**config.mk**
```make
export PLATFORM = sky130hd
export DESIGN_NAME = hostport_front
export DESIGN_NICKNAME = d
export VERILOG_FILES = /design/src/rtl/hostport_pkg.sv /design/src/rtl/hostport_sync.sv /design/src/rtl/hostport_strobe.sv /design/src/rtl/hostport_capture.sv /design/src/rtl/hostport_front.sv
export SDC_FILE = /design/constraint.sdc
export NUM_CORES = 1
export LEC_CHECK = 0
export BUFFER_PORTS_ARGS = -buffer_cell sky130_fd_sc_hd__buf_2
export CAP_MARGIN = 10
export CORE_ASPECT_RATIO = 0.6
export CORE_MARGIN = 1
export CORE_UTILIZATION = 51
export CTS_CLUSTER_DIAMETER = 100
export DETAILED_ROUTE_END_ITERATION = 7
export PLACE_DENSITY_LB_ADDON = 0.15
export SLEW_MARGIN = 15
export SYNTH_ARGS = -nofsm -noshare
export SYNTH_HDL_FRONTEND = slang
export SYNTH_SLANG_ARGS = --single-unit
export TNS_END_PERCENT = 100
```
**constraint.sdc**
```tcl
create_clock -name clk -period 1.3 [get_ports clk]
set_input_delay 0.13 -clock clk [delete_from_list [all_inputs] [get_ports clk]]
set_output_delay 0.13 -clock clk [all_outputs]
set_load 0.1 [all_outputs]
```
**src/rtl/hostport_pkg.sv**
```systemverilog
package hostport_pkg;
   localparam int KIND_W = 2;

   typedef struct packed {
      logic [KIND_W-1:0] kind;
      logic              half;
      logic              rnw;
   } ctrl_t;

   // Order of select pins inside the synchroniser word
   localparam int SEL_CS  = 0;
   localparam int SEL_DSA = 1;
   localparam int SEL_DSB = 2;
   localparam int SEL_AS  = 3;
   localparam int SEL_W   = 4;
endpackage

```
**src/rtl/hostport_sync.sv**
```systemverilog
module hostport_sync #(
   parameter int              W       = 1,
   parameter int              STAGES  = 2,
   parameter logic [W-1:0]    RST_VAL = '0
) (
   input  logic         clk,
   input  logic         rst,
   input  logic [W-1:0] d,
   output logic [W-1:0] q
);
   logic [W-1:0] chain [STAGES];

   for (genvar g = 0; g < STAGES; g++) begin : g_stage
      if (g == 0) begin : g_first
         always_ff @(posedge clk) begin
            if (rst) chain[g] <= RST_VAL;
            else     chain[g] <= d;
         end
      end else begin : g_next
         always_ff @(posedge clk) begin
            if (rst) chain[g] <= RST_VAL;
            else     chain[g] <= chain[g-1];
         end
      end
   end

   assign q = chain[STAGES-1];
endmodule

```
**src/rtl/hostport_strobe.sv**
```systemverilog
module hostport_strobe (
   input  logic clk,
   input  logic rst,
   input  logic cs_n,
   input  logic ds_a_n,
   input  logic ds_b_n,
   output logic strobe_n,
   output logic act_edge,
   output logic rel_edge
);
   logic strobe_hist_n;

   // Active (low) only with chip select low and the two strobe pins differing
   assign strobe_n = cs_n | ~(ds_a_n ^ ds_b_n);

   always_ff @(posedge clk) begin
      if (rst) strobe_hist_n <= 1'b1;
      else     strobe_hist_n <= strobe_n;
   end

   assign act_edge =  strobe_hist_n & ~strobe_n;
   assign rel_edge = ~strobe_hist_n &  strobe_n;
endmodule

```
**src/rtl/hostport_capture.sv**
```systemverilog
module hostport_capture
   import hostport_pkg::*;
#(
   parameter int DATA_W = 16,
   parameter int BE_W   = 2
) (
   input  logic              clk,
   input  logic              rst,
   input  logic              act_edge,
   input  logic              rel_edge,
   input  logic              as_hi,
   input  ctrl_t             ctrl_snap,
   input  logic [BE_W-1:0]   be_snap,
   input  logic [DATA_W-1:0] wd_snap,
   output ctrl_t             ctrl_q,
   output logic [BE_W-1:0]   be_q,
   output logic [DATA_W-1:0] wdata_q,
   output logic              rd_start,
   output logic              wr_start
);
   logic take_ctrl;
   logic dir_read;

   assign take_ctrl = act_edge & as_hi;
   assign dir_read  = take_ctrl ? ctrl_snap.rnw : ctrl_q.rnw;

   always_ff @(posedge clk) begin
      if (rst) begin
         ctrl_q   <= '0;
         rd_start <= 1'b0;
      end else begin
         if (take_ctrl) ctrl_q <= ctrl_snap;
         rd_start <= act_edge & dir_read;
      end
   end

   always_ff @(posedge clk) begin
      if (rst) begin
         be_q     <= '0;
         wdata_q  <= '0;
         wr_start <= 1'b0;
      end else begin
         if (rel_edge) begin
            be_q    <= be_snap;
            wdata_q <= wd_snap;
         end
         wr_start <= rel_edge & ~ctrl_q.rnw;
      end
   end
endmodule

```
**src/rtl/hostport_front.sv**
```systemverilog
module hostport_front
   import hostport_pkg::*;
#(
   parameter int DATA_W      = 16,
   parameter int BE_W        = 2,
   parameter int SYNC_STAGES = 2
) (
   input  logic              clk,
   input  logic              rst,
   input  logic              cs_n,
   input  logic              ds_a_n,
   input  logic              ds_b_n,
   input  logic              as_n,
   input  logic [1:0]        kind_i,
   input  logic              half_i,
   input  logic              rnw_i,
   input  logic [BE_W-1:0]   be_i,
   input  logic [DATA_W-1:0] wdata_i,
   input  logic              busy_i,
   output logic [1:0]        kind_q,
   output logic              half_q,
   output logic              rnw_q,
   output logic [BE_W-1:0]   be_q,
   output logic [DATA_W-1:0] wdata_q,
   output logic              rd_start_o,
   output logic              wr_start_o,
   output logic              rdy_n_o
);
   localparam logic [SEL_W-1:0] SEL_IDLE = '1;

   if (SYNC_STAGES < 2) begin : g_chk_sync
      $error("hostport_front: SYNC_STAGES must be at least 2");
   end
   if (DATA_W < 1 || BE_W < 1) begin : g_chk_w
      $error("hostport_front: DATA_W and BE_W must be positive");
   end
   if (KIND_W != 2) begin : g_chk_kind
      $error("hostport_front: access-type field must be two bits");
   end

   logic [SEL_W-1:0]  sel_pins;
   logic [SEL_W-1:0]  sel_s;
   ctrl_t             ctrl_pins;
   ctrl_t             ctrl_snap;
   ctrl_t             ctrl_q;
   logic [BE_W-1:0]   be_snap;
   logic [DATA_W-1:0] wd_snap;
   logic              strobe_n;
   logic              act_edge;
   logic              rel_edge;

   always_comb begin
      sel_pins          = '0;
      sel_pins[SEL_CS]  = cs_n;
      sel_pins[SEL_DSA] = ds_a_n;
      sel_pins[SEL_DSB] = ds_b_n;
      sel_pins[SEL_AS]  = as_n;
   end

   hostport_sync #(
      .W       (SEL_W),
      .STAGES  (SYNC_STAGES),
      .RST_VAL (SEL_IDLE)
   ) u_sel_sync (
      .clk (clk),
      .rst (rst),
      .d   (sel_pins),
      .q   (sel_s)
   );

   // Single-register snapshot of the slower control and data pins
   assign ctrl_pins = '{kind: kind_i, half: half_i, rnw: rnw_i};

   always_ff @(posedge clk) begin
      if (rst) begin
         ctrl_snap <= '0;
         be_snap   <= '0;
         wd_snap   <= '0;
      end else begin
         ctrl_snap <= ctrl_pins;
         be_snap   <= be_i;
         wd_snap   <= wdata_i;
      end
   end

   hostport_strobe u_strobe (
      .clk      (clk),
      .rst      (rst),
      .cs_n     (sel_s[SEL_CS]),
      .ds_a_n   (sel_s[SEL_DSA]),
      .ds_b_n   (sel_s[SEL_DSB]),
      .strobe_n (strobe_n),
      .act_edge (act_edge),
      .rel_edge (rel_edge)
   );

   hostport_capture #(
      .DATA_W (DATA_W),
      .BE_W   (BE_W)
   ) u_capture (
      .clk       (clk),
      .rst       (rst),
      .act_edge  (act_edge),
      .rel_edge  (rel_edge),
      .as_hi     (sel_s[SEL_AS]),
      .ctrl_snap (ctrl_snap),
      .be_snap   (be_snap),
      .wd_snap   (wd_snap),
      .ctrl_q    (ctrl_q),
      .be_q      (be_q),
      .wdata_q   (wdata_q),
      .rd_start  (rd_start_o),
      .wr_start  (wr_start_o)
   );

   assign kind_q  = ctrl_q.kind;
   assign half_q  = ctrl_q.half;
   assign rnw_q   = ctrl_q.rnw;
   assign rdy_n_o = ~sel_s[SEL_CS] & busy_i;
endmodule

```
==> results.sh <==
export IMPL_status="finished with violations"
export IMPL_violations="setup timing"
export IMPL_postRouteWirelength_um=4790
export IMPL_hold_violations=0
export IMPL_hold_depth=2
export IMPL_synth_top_family_by_area="simple AND/OR/NAND/NOR gates"
export IMPL_r2r_start="u_sel_sync.chain[1][1]$_SDFF_PP1_"
export IMPL_cts_buffers=5
export IMPL_syn_area_um2=2210
export IMPL_htreeDepth=2
export IMPL_maxSlewViolCount=0
export IMPL_gp_congestion=0.707
export IMPL_synth_area_mux_share=0.0227
export IMPL_cts_buffer_depth=2
export IMPL_cts_tree="built"
export IMPL_worst_path_max_fanout=8
export IMPL_die_h_um=53.0
export IMPL_synth_simple_area_share=0.370
export IMPL_finalSetupTns_ns=-0.0577
export IMPL_hold_path_end="u_sel_sync.chain[0][2]$_SDFF_PP1_"
export IMPL_insertion_delay_ns=0.30
export IMPL_hp_start="ds_b_n"
export IMPL_start_kind="register"
export IMPL_grt_max_degree=34
export IMPL_maxSlewHeadroom=0.673
export IMPL_grt_pass1_wl_um=7690
export IMPL_fin_worst_skew_ns=0.00538
export IMPL_max_slew_worst_pin_slew_ns=0.494
export IMPL_drt_iter0_markers=69
export IMPL_syn_to_final_growth_pct=27.4
export IMPL_num_antenna_cells=0
export IMPL_ys_types=22
export IMPL_required_ns=1.54
export IMPL_period_needed_ns=1.32
export IMPL_root_buffer="clkbuf_8"
export IMPL_synth_top_area_cell="dfxtp_1"
export IMPL_start_util=0.536
export IMPL_ys_async_sr_fraction=0
export IMPL_cp_arrival_ns=1.56
export IMPL_die_w_um=87.0
export IMPL_io_buffers=53
export IMPL_postRouteAntennaNets=0
export IMPL_setup_slack_ns=-0.0173
export IMPL_rsz0062_at_grt="yes"
export IMPL_path_class="register to register"
export IMPL_synthFlopType="dfxtp_1"
export IMPL_remaining_drc_errors=0
export IMPL_power_density_nw_per_um2=1150
export IMPL_firstDrtPassIters=4
export IMPL_cp_top_family="simple AND/OR/NAND/NOR gates"
export IMPL_hold_ws_ns=0.0197
export IMPL_vias=1867
export IMPL_io_pins=54
export IMPL_clock_sinks=55
export IMPL_drive_gt1_frac=0.377
export IMPL_grt_overflow=0
export IMPL_antenna_found_initial=0
export IMPL_path_cells="xnor2_4, buf_4, or4b_1, nand3_1"
export IMPL_drv_cap=0
export IMPL_synth_top_area_frac=0.499
export IMPL_max_freq_mhz=759
export IMPL_avgViaCountPerCell=5.48
export IMPL_avgRoutedWirePerCell_um=14.1
export IMPL_synth_compound_area_share=0.0533
export IMPL_setup_viol=4
export IMPL_grt_pass1_vias=1636
export IMPL_syn_avg_cell_area_um2=9.95
export IMPL_clk_pin_slew_worst_paths_ns=0.10
export IMPL_crit_path_top_delay_cell="or4b_1"
export IMPL_crit_path_end_kind="register"
export IMPL_grtUsageTotal=0.219
export IMPL_synth_most_common_cell="dfxtp_1"
export IMPL_syn_instance_count=222
export IMPL_reg2reg_slack_ns=-0.02
export IMPL_peakVddDrop_mv=0.682
export IMPL_ys_ff_latch=55
export IMPL_hp_class="primary input to register"
export IMPL_synth_area_leaders="dfxtp_1, or4b_1, and3b_1"
export IMPL_period_share=1.01
export IMPL_syn_nets=251
export IMPL_r2r_end="u_capture.wdata_q[7]$_SDFFE_PP0P_"
export IMPL_p_total_mw=3.23
export IMPL_synth_warning_count=0
export IMPL_nets=309
export IMPL_ys_seq_area_frac=0.499
export IMPL_dieArea_um2=4610
export IMPL_synth_edf_count=0
export IMPL_synthXorXnorAreaFrac=0.00397
export IMPL_path_buf_inv=1
export IMPL_placementRows=18
export IMPL_synthTopCellsByCount="dfxtp_1, nor2b_1"
export IMPL_cpPeakStageDelay_ns=0.46
export IMPL_r2r_cells=4
export IMPL_synth_fa_ha_area_frac=0
export IMPL_dp_hpwl_um=2950
export IMPL_core_area_um2=4120
export IMPL_power_leakage_nw=1.29
[worst max path at each step]
stage                                                 start                           endpoint  slack [ns]  depth (start not counted)
final                     u_sel_sync.chain[1][1]$_SDFF_PP1_  u_capture.wdata_q[7]$_SDFFE_PP0P_       -0.02                          4
after global routing      u_sel_sync.chain[1][1]$_SDFF_PP1_  u_capture.wdata_q[7]$_SDFFE_PP0P_       -0.08                          4
after CTS                 u_sel_sync.chain[1][2]$_SDFF_PP1_     u_capture.be_q[1]$_SDFFE_PP0P_       -0.01                          4
after detailed placement  u_sel_sync.chain[1][2]$_SDFF_PP1_  u_capture.wdata_q[1]$_SDFFE_PP0P_        0.02                          4
after global placement    u_sel_sync.chain[1][2]$_SDFF_PP1_  u_capture.wdata_q[5]$_SDFFE_PP0P_        0.05                          4
after floorplan           u_sel_sync.chain[1][0]$_SDFF_PP1_                            rdy_n_o       -0.16                          2
[timing repair]
action / CTS / global route
endpoints found under the setup margin: 9 / 23
gates resized for setup: 1 / 8
setup buffers: 0 / 1
hold buffers: 3 / 0
cloned: 0 / 2
hold endpoints to repair: 3 / 0
pin swaps: 0 / 2
[state kept, by name (all words and copies together) (netlist names)]
| register | cells |
|---|---|
| be_snap | 2 |
| ctrl_snap | 4 |
| u_capture.be_q | 2 |
| u_capture.ctrl_q | 4 |
| u_capture.rd_start | 1 |
| u_capture.wdata_q | 16 |
| u_capture.wr_start | 1 |
| u_sel_sync.chain | 8 |
| u_strobe.strobe_hist_n | 1 |
| wd_snap | 16 |
[metal layers]
| layer | GRT usage | wire (um) |
|---|---|---|
| met5 | 0 | 0 |
| met4 | 0.0444 | 15 |
| met3 | 0.0468 | 267 |
| met2 | 0.362 | 2260 |
| met1 | 0.297 | 2250 |
[worst reg2reg max path, delay by kind of cell (launching register included)]
kind | cells | cell delay, ns
xor gates and xnor gates | 1 | 0.17
buffers and inverters | 1 | 0.18
DFF | 1 | 0.36
and+or+nand+nor | 2 | 0.55
[area by class of cell]
class,instances,area (um^2)
clock inverters,3,47.5
fillers,332,1310
repair buffers,74,467
inverters,2,7.51
well taps,60,75.1
clock buffers,5,68.8
multi-input cells,142,1020
flip-flops and latches,55,1130
[per-stage QoR]
step	cells	util	setup WS, ns	cell area (um^2)
6_report	341	0.682	-0.0173	2810
5_1_grt	341	0.682	-0.0820	2810
4_1_cts	338	0.672	-0.0141	2770
3_5_place_dp	327	0.635	0.0203	2620
3_3_place_gp	327	0.635	0.0504	2620
2_1_floorplan	222	-	-0.158	2230
[report_power, final]
group	switching, mW	leakage (nW)	internal [mW]	total (mW)
logic	0.176	0.776	0.129	0.305
registers	0.0280	0.460	1.74	1.77
clock network	0.571	0.0587	0.585	1.16
[cell families after synthesis]
logic type | after synthesis
DFF | 55
and+or+nand+nor | 117
muxes | 5
xor gates and xnor gates | 1
AOI/OAI and AO/OA | 19
buffers and inverters | 25
[cell usage in the layout, fill, tap and decap left out, drive strengths merged, types with 3 or more instances in the layout]
cell type / Yosys / final
a31oi: 18 / 18
and3b: 18 / 18
buf: 9 / 71
clkbuf: 14 / 5
dfxtp: 55 / 55
dlygate4sd3: 0 / 3
inv: 2 / 3
mux2i: 5 / 5
nand2: 9 / 9
nand3: 18 / 18
nand4: 18 / 18
nor2b: 24 / 24
nor3: 3 / 3
or2: 8 / 8
or4b: 18 / 18
Note: power is estimated with default switching activity, not from simulation.
